===== src/rtl/sofc_pkg.sv =====
package sofc_pkg;

  typedef enum logic [1:0] {
    FMT_OFFSET     = 2'b00,
    FMT_TWOS       = 2'b01,
    FMT_GRAY       = 2'b10,
    FMT_OFFSET_ALT = 2'b11
  } fmtCode_e;

  typedef struct packed {
    logic flipMsb;   // twos complement select
    logic useGray;   // Gray code select
    logic invert;    // complement after conversion
    logic gateOff;   // force disabled / zero data
    logic load;      // capture a new word
  } dpStrobes_t;

endpackage


===== src/rtl/sofc_ctrl.sv =====
module sofc_ctrl
  import sofc_pkg::*;
(
  input  logic       clk,
  input  logic       rstN,
  input  logic [1:0] fmtSel,
  input  logic       invertEn,
  input  logic       outDisable,
  input  logic       validIn,
  output dpStrobes_t strobes
);

  fmtCode_e fmtCode;

  always_comb begin
    fmtCode = fmtCode_e'(fmtSel);
    strobes = '0;
    unique case (fmtCode)
      FMT_TWOS:       strobes.flipMsb = 1'b1;
      FMT_GRAY:       strobes.useGray = 1'b1;
      FMT_OFFSET,
      FMT_OFFSET_ALT: ;
      default:        ;
    endcase
    strobes.invert  = invertEn;
    strobes.gateOff = outDisable;
    strobes.load    = validIn & ~outDisable;
  end

  // at most one conversion path is chosen at a time
  a_r4_one_format: assert property (@(posedge clk) disable iff (!rstN)
    $onehot0({strobes.flipMsb, strobes.useGray}));

  // a disabled cycle never loads a new word
  a_r7_no_load_when_off: assert property (@(posedge clk) disable iff (!rstN)
    strobes.gateOff |-> !strobes.load);

endmodule


===== src/rtl/sofc_datapath.sv =====
module sofc_datapath
  import sofc_pkg::*;
#(
  parameter int SAMPLE_W = 16
) (
  input  logic                clk,
  input  logic                rstN,
  input  logic [SAMPLE_W-1:0] sampleIn,
  input  logic                validIn,
  input  dpStrobes_t          strobes,
  output logic [SAMPLE_W-1:0] dataOut,
  output logic                validOut,
  output logic                outEnable
);

  localparam int MSB = SAMPLE_W - 1;

  logic [SAMPLE_W-1:0] grayWord;
  logic [SAMPLE_W-1:0] twosWord;
  logic [SAMPLE_W-1:0] convWord;
  logic [SAMPLE_W-1:0] finalWord;

  // Gray: each bit is the xor of itself and its upper neighbour
  genvar gi;
  generate
    for (gi = 0; gi < MSB; gi++) begin : g_gray
      assign grayWord[gi] = sampleIn[gi] ^ sampleIn[gi+1];
    end
  endgenerate
  assign grayWord[MSB] = sampleIn[MSB];

  assign twosWord = {~sampleIn[MSB], sampleIn[MSB-1:0]};

  always_comb begin
    if (strobes.useGray)      convWord = grayWord;
    else if (strobes.flipMsb) convWord = twosWord;
    else                      convWord = sampleIn;
    finalWord = strobes.invert ? ~convWord : convWord;
  end

  always_ff @(posedge clk) begin
    if (!rstN) begin
      dataOut   <= '0;
      validOut  <= 1'b0;
      outEnable <= 1'b1;
    end else begin
      validOut  <= validIn;
      outEnable <= ~strobes.gateOff;
      if (strobes.gateOff)   dataOut <= '0;
      else if (strobes.load) dataOut <= finalWord;
    end
  end

  logic armed;
  always_ff @(posedge clk) begin
    if (!rstN) armed <= 1'b0;
    else       armed <= 1'b1;
  end

  // valid is delayed by one clock
  a_r1_valid_align: assert property (@(posedge clk) disable iff (!rstN)
    armed |-> validOut == $past(validIn));

  // disabled output carries zero data
  a_r7_zero_when_off: assert property (@(posedge clk) disable iff (!rstN)
    !outEnable |-> dataOut == '0);

  // no sample and enabled -> data held
  a_r8_hold_idle: assert property (@(posedge clk) disable iff (!rstN)
    (armed && $past(!validIn && !strobes.gateOff)) |-> $stable(dataOut));

endmodule


===== src/rtl/sample_format_converter.sv =====
module sample_format_converter
  import sofc_pkg::*;
#(
  parameter int SAMPLE_W = 16
) (
  input  logic                clk,
  input  logic                rstN,
  input  logic [SAMPLE_W-1:0] sampleIn,
  input  logic                validIn,
  input  logic [1:0]          fmtSel,
  input  logic                invertEn,
  input  logic                outDisable,
  output logic [SAMPLE_W-1:0] dataOut,
  output logic                validOut,
  output logic                outEnable
);

  localparam int MSB = SAMPLE_W - 1;

  dpStrobes_t strobes;

  sofc_ctrl u_ctrl (
    .clk        (clk),
    .rstN       (rstN),
    .fmtSel     (fmtSel),
    .invertEn   (invertEn),
    .outDisable (outDisable),
    .validIn    (validIn),
    .strobes    (strobes)
  );

  sofc_datapath #(.SAMPLE_W(SAMPLE_W)) u_dp (
    .clk       (clk),
    .rstN      (rstN),
    .sampleIn  (sampleIn),
    .validIn   (validIn),
    .strobes   (strobes),
    .dataOut   (dataOut),
    .validOut  (validOut),
    .outEnable (outEnable)
  );

  logic armed;
  always_ff @(posedge clk) begin
    if (!rstN) armed <= 1'b0;
    else       armed <= 1'b1;
  end

  // code 00, no invert -> passthrough
  a_r2_offset_pass: assert property (@(posedge clk) disable iff (!rstN)
    (armed && $past(validIn && !outDisable && fmtSel == 2'b00 && !invertEn))
      |-> dataOut == $past(sampleIn));

  // code 11 behaves as 00
  a_r5_offset_alt: assert property (@(posedge clk) disable iff (!rstN)
    (armed && $past(validIn && !outDisable && fmtSel == 2'b11 && !invertEn))
      |-> dataOut == $past(sampleIn));

  // invert on offset binary gives the complement
  a_r6_invert_offset: assert property (@(posedge clk) disable iff (!rstN)
    (armed && $past(validIn && !outDisable && fmtSel[0] == fmtSel[1] && invertEn))
      |-> dataOut == ~$past(sampleIn));

  // twos complement differs only in the MSB
  a_r3_twos_msb: assert property (@(posedge clk) disable iff (!rstN)
    (armed && $past(validIn && !outDisable && fmtSel == 2'b01 && !invertEn))
      |-> (dataOut[MSB] != $past(sampleIn[MSB]))
          && (dataOut[MSB-1:0] == $past(sampleIn[MSB-1:0])));

endmodule


===== config.mk =====
export PLATFORM = sky130hd
export DESIGN_NAME = sample_format_converter
export DESIGN_NICKNAME = d
export VERILOG_FILES = /design/src/rtl/sofc_pkg.sv /design/src/rtl/sofc_ctrl.sv /design/src/rtl/sofc_datapath.sv /design/src/rtl/sample_format_converter.sv
export SDC_FILE = /design/constraint.sdc
export NUM_CORES = 1
export LEC_CHECK = 0
export ABC_AREA = 1
export BUFFER_PORTS_ARGS = -buffer_cell sky130_fd_sc_hd__buf_2
export CAP_MARGIN = 20
export CELL_PAD_IN_SITES_DETAIL_PLACEMENT = 1
export CELL_PAD_IN_SITES_GLOBAL_PLACEMENT = 1
export CORE_MARGIN = 4
export CORE_UTILIZATION = 30
export CTS_CLUSTER_DIAMETER = 150
export DETAILED_ROUTE_END_ITERATION = 10
export PLACE_DENSITY_LB_ADDON = 0.1
export SLEW_MARGIN = 20
export SYNTH_ARGS = -nofsm -noshare
export SYNTH_HDL_FRONTEND = slang
export SYNTH_SLANG_ARGS = --single-unit

===== constraint.sdc =====
create_clock -name clk -period 1.5 [get_ports clk]
set_input_delay 0.45 -clock clk [delete_from_list [all_inputs] [get_ports clk]]
set_output_delay 0.45 -clock clk [all_outputs]
set_load 0.02 [all_outputs]

# Word-level counts from Yosys, hierarchy flattened
# Cells that the tools add are included.
[word_totals] reg_bits=18 latchBits=0 ramBits=0 mem_bits_ro=0 input_bits=23 elab_cells=31 n_memories=0
[op_classes] n_addsub=0 n_mul=0 n_div=0 magnitude_cmp=0 n_eq_ne=2 n_shift=0 n_mux=5 bitwise=20 n_reduce_logical=1
[ops] operator="$mux W16" count=3
[ops] operator="$not A16 Y16" count=1
[ops] operator="$xor A1 B1 Y1" count=15
[ops] operator="$not A1 Y1" count=3
[ops] operator="$eq A2 B1 Y1 const B" count=1
[ops] operator="$eq A2 B2 Y1 const B" count=1
[ops] operator="$mux W1" count=2
[ops] operator="$reduce_or A2 Y1" count=1
[ops] operator="$and A1 B1 Y1" count=1

# Longest topological paths before layout
[logic_depth] depth_word=6 ltp_mapped=9 depth_no_buf=7

# Cells and area by module
# Synthesis repeated with hierarchy kept, for this count alone.
[hier_totals] cells_unflattened=250 hier_area_um2=1396.3
[by_module_without_submodules] mod="sofc_datapath" n_inst=1 cells_each=242 area_per_inst_um2=1358.8 seq_area_each_um2=360.3
[by_module_without_submodules] mod="sofc_ctrl" n_inst=1 cells_each=8 area_per_inst_um2=37.5 seq_area_each_um2=0.0

# Least setup slack after synthesis
# No wires, ideal clock.
[synth_path] path_kind="input-to-reg" from="input validIn" to="register u_dp.dataOut[0]" arrival_time_ps=1083 t_required_ps=1391 slack_ps=309 path_stages=7 n_path_buf=2 cell_sequence="buf_4 > inv_1 > nor2_4 > buf_4 > nand3_1 > nand2_1 > inv_1"
[synth_via] elab_chain_len=1
[synth_rtl] element="start, declared" line_no="sample_format_converter.sv:9" text="input logic validIn,"
[synth_rtl] element="$and A1 B1 Y1" line_no="sofc_ctrl.sv:27" text="strobes.load = validIn & ~outDisable;"
[synth_rtl] element="end signal, assigned" line_no="sofc_datapath.sv:50" text="else if (strobes.load) dataOut <= finalWord;"
[synth_rtl] element="end, declared" line_no="sofc_datapath.sv:11" text="output logic [SAMPLE_W-1:0] dataOut,"
# Every way passes these cells.
# A chain may end at the register's enable or synchronous reset.

# Worst setup path in the final report
[layout_path] from="register u_dp.dataOut[0]" to="output dataOut[0]"
[layout_lines] element="end, declared" line_no="sample_format_converter.sv:13" text="output logic [SAMPLE_W-1:0] dataOut,"
# No word-level cell between the ends.

==> flow_metrics.env <==
export IMPL_layout_common_cells="nand2_1 (135), inv_1 (48), buf_2 (40)"
export IMPL_netlist_top_cells_area="nand2_1 (35%), dfxtp_1 (25%), inv_1 (12%)"
export IMPL_drc=0
export IMPL_antenna_found_initial=0
export IMPL_worstSetupEndpointType="output pin"
export IMPL_final_nets=346
export IMPL_period_share_pct=83.9
export IMPL_synth_top_cell_area_share_pct=34.9
export IMPL_via_per_inst=4.58
export IMPL_grt_pass1_vias=1712
export IMPL_diodes=0
export IMPL_ys_seq_area_share_pct=24.8
export IMPL_critPathMaxStageDelay_ns=0.37
export IMPL_clock_sinks=18
export IMPL_place_gp_congestion=0.763
export IMPL_synth_top_area_cell="nand2_1"
export IMPL_finalCriticalPeriod_ns=1.26
export IMPL_wl_per_cell_um=11.6
export IMPL_power_density_mw_per_mm2=720
export IMPL_fp_coreArea_sq_mm=0.00469
export IMPL_slowest_stage="dfxtp_1"
export IMPL_die_area_sq_mm=0.00601
export IMPL_criticalPathCategory="reg2out"
export IMPL_area_growth_pct=22.1
export IMPL_dp_hpwl_um=3360
export IMPL_die_h_um=77.6
export IMPL_crit_buf_inv=1
export IMPL_grt_max_degree=26
export IMPL_grt_overflow_total=0
export IMPL_first_iter_violations=41
export IMPL_cts_resized=0
export IMPL_grt_usage_pct=15.4
export IMPL_cts_htree_levels=1
export IMPL_port_buffer_count=40
export IMPL_start_kind="register"
export IMPL_start_util_pct=30.9
export IMPL_min_path_type="in2reg"
export IMPL_maxCapViolations=0
export IMPL_grt_first_pass_wirelength_um=7570
export IMPL_setup_viol=0
export IMPL_netlist_instances=285
export IMPL_yosysWarningCount=0
export IMPL_insertion_delay_ns=0.25
export IMPL_ir_drop_mv=0.360
export IMPL_vias=1722
export IMPL_p_leak_nw=1.22
export IMPL_syn_area_sq_mm=0.00145
export IMPL_drt_total_wl_um=4350
export IMPL_drive_gt1_share_pct=16.1
export IMPL_critical_path_required_ns=1.05
export IMPL_clkSlewWorstSetupHoldPaths_ns=0.07
export IMPL_rsz0062_at_grt="false"
export IMPL_clock_skew_ns=0
export IMPL_dr_pass1_iters=4
export IMPL_tritoncts="done"
export IMPL_fp_dieW_um=77.6
export IMPL_post_cts_buffers=0
export IMPL_final_hold_viol_count=0
export IMPL_ant_nets=0
export IMPL_relSlewSlack_pct=68.8
export IMPL_syn_area_per_cell_sq_um=5.09
export IMPL_synth_cell_type_count=14
export IMPL_worst_slew_pin_slew_ns=0.467
export IMPL_cp_arrival_ns=0.81
export IMPL_status="completed"
export IMPL_cpLargestDelayFamily="flip-flops"
export IMPL_syn_nets=308
export IMPL_maxSlewViolCount=0
export IMPL_cts_root_buffer="clkbuf_8"
export IMPL_io_pins=41
export IMPL_worstPathCellList="buf_2"
export IMPL_layout_cells_most_common="nand2_1"
export IMPL_rows=25
export IMPL_hold_buffers=0
export IMPL_totalPowerFinal_w=0.00128
export IMPL_max_clock_freq_ghz=0.795
export IMPL_synth_seq_cells=18
export IMPL_path_max_fanout=2
export IMPL_clockBufferDepth=2
export IMPL_tns_ns=0
export IMPL_cts_made_buffers=3
==> area by class of cell <==
cell class | instances | area (sq um)
clock buffer | 4 | 55.1
timing repair buffer | 46 | 283
tap | 54 | 67.6
inverter | 50 | 188
sequential | 18 | 360
multi-input combinational | 204 | 818
fill | 684 | 2920
==> per-layer routing <==
| layer | track usage, % | share of wire [%] | up-vias |
|---|---|---|---|
| met4 | 3.56 | 0.64 | 0 |
| met2 | 30.2 | 52 | 22 |
| met1 | 17.3 | 45 | 793 |
| met5 | 0 | 0 | - |
| met3 | 2.32 | 2.9 | 2 |
| li1 | - | - | 905 |
==> registers in the layout, summed over array words and instances (netlist names) <==
register and count:
u_dp.dataOut 16, u_dp.outEnable 1, u_dp.validOut 1
==> path summary, 6_finish.rpt <==
check	start	end	slack [ns]	cells after the start
max	u_dp.dataOut[0]$_SDFFE_PP0P_	dataOut[0]	0.24	1
min	rstN	u_dp.outEnable$_SDFF_PN1_	0.39	2
max reg2reg	u_dp.dataOut[0]$_SDFFE_PP0P_	u_dp.dataOut[0]$_SDFFE_PP0P_	0.79	4
min reg2reg	u_dp.dataOut[9]$_SDFFE_PP0P_	u_dp.dataOut[9]$_SDFFE_PP0P_	0.55	2
==> synthesized netlist by cell type (all sizes together) <==
cell type / instances
clkbuf: 1
dfxtp: 18
nand3: 32
inv: 49
a21oi: 2
nand2: 135
clkinv: 1
buf: 12
o21ai: 2
nor2: 33
==> power breakdown <==
group	internal (W)	total, W	switching [W]
Combinational	0.000132	0.000363	0.000231
Sequential	0.000502	0.000513	0.0000109
Clock	0.000233	0.000400	0.000167
Total	0.000867	0.00128	0.000409
==> metrics by stage <==
step | instances | cell area (sq um) | hold slack [ns] | util [%] | worst slack [ns]
finish | 376 | 1770 | 0.389 | 37.8 | 0.242
global route | 376 | 1770 | 0.400 | 37.8 | 0.212
CTS | 376 | 1770 | 0.389 | 37.8 | 0.214
detailed placement | 372 | 1720 | 0.532 | 36.6 | 0.0922
global placement | 372 | 1720 | 0.527 | 36.6 | 0.110
floorplan | 285 | 1450 | 0.512 | - | 0.309
==> kinds of logic (layout without fill, tap and decap cells) <==
logic type | after synthesis | in the layout | synth area share, %
simple gates | 200 | 200 | 55.0
buf+inv | 63 | 100 | 18.8
flops | 18 | 18 | 24.8
compound gates | 4 | 4 | 1.38
No activity file was read; power rests on OpenSTA's default activity.
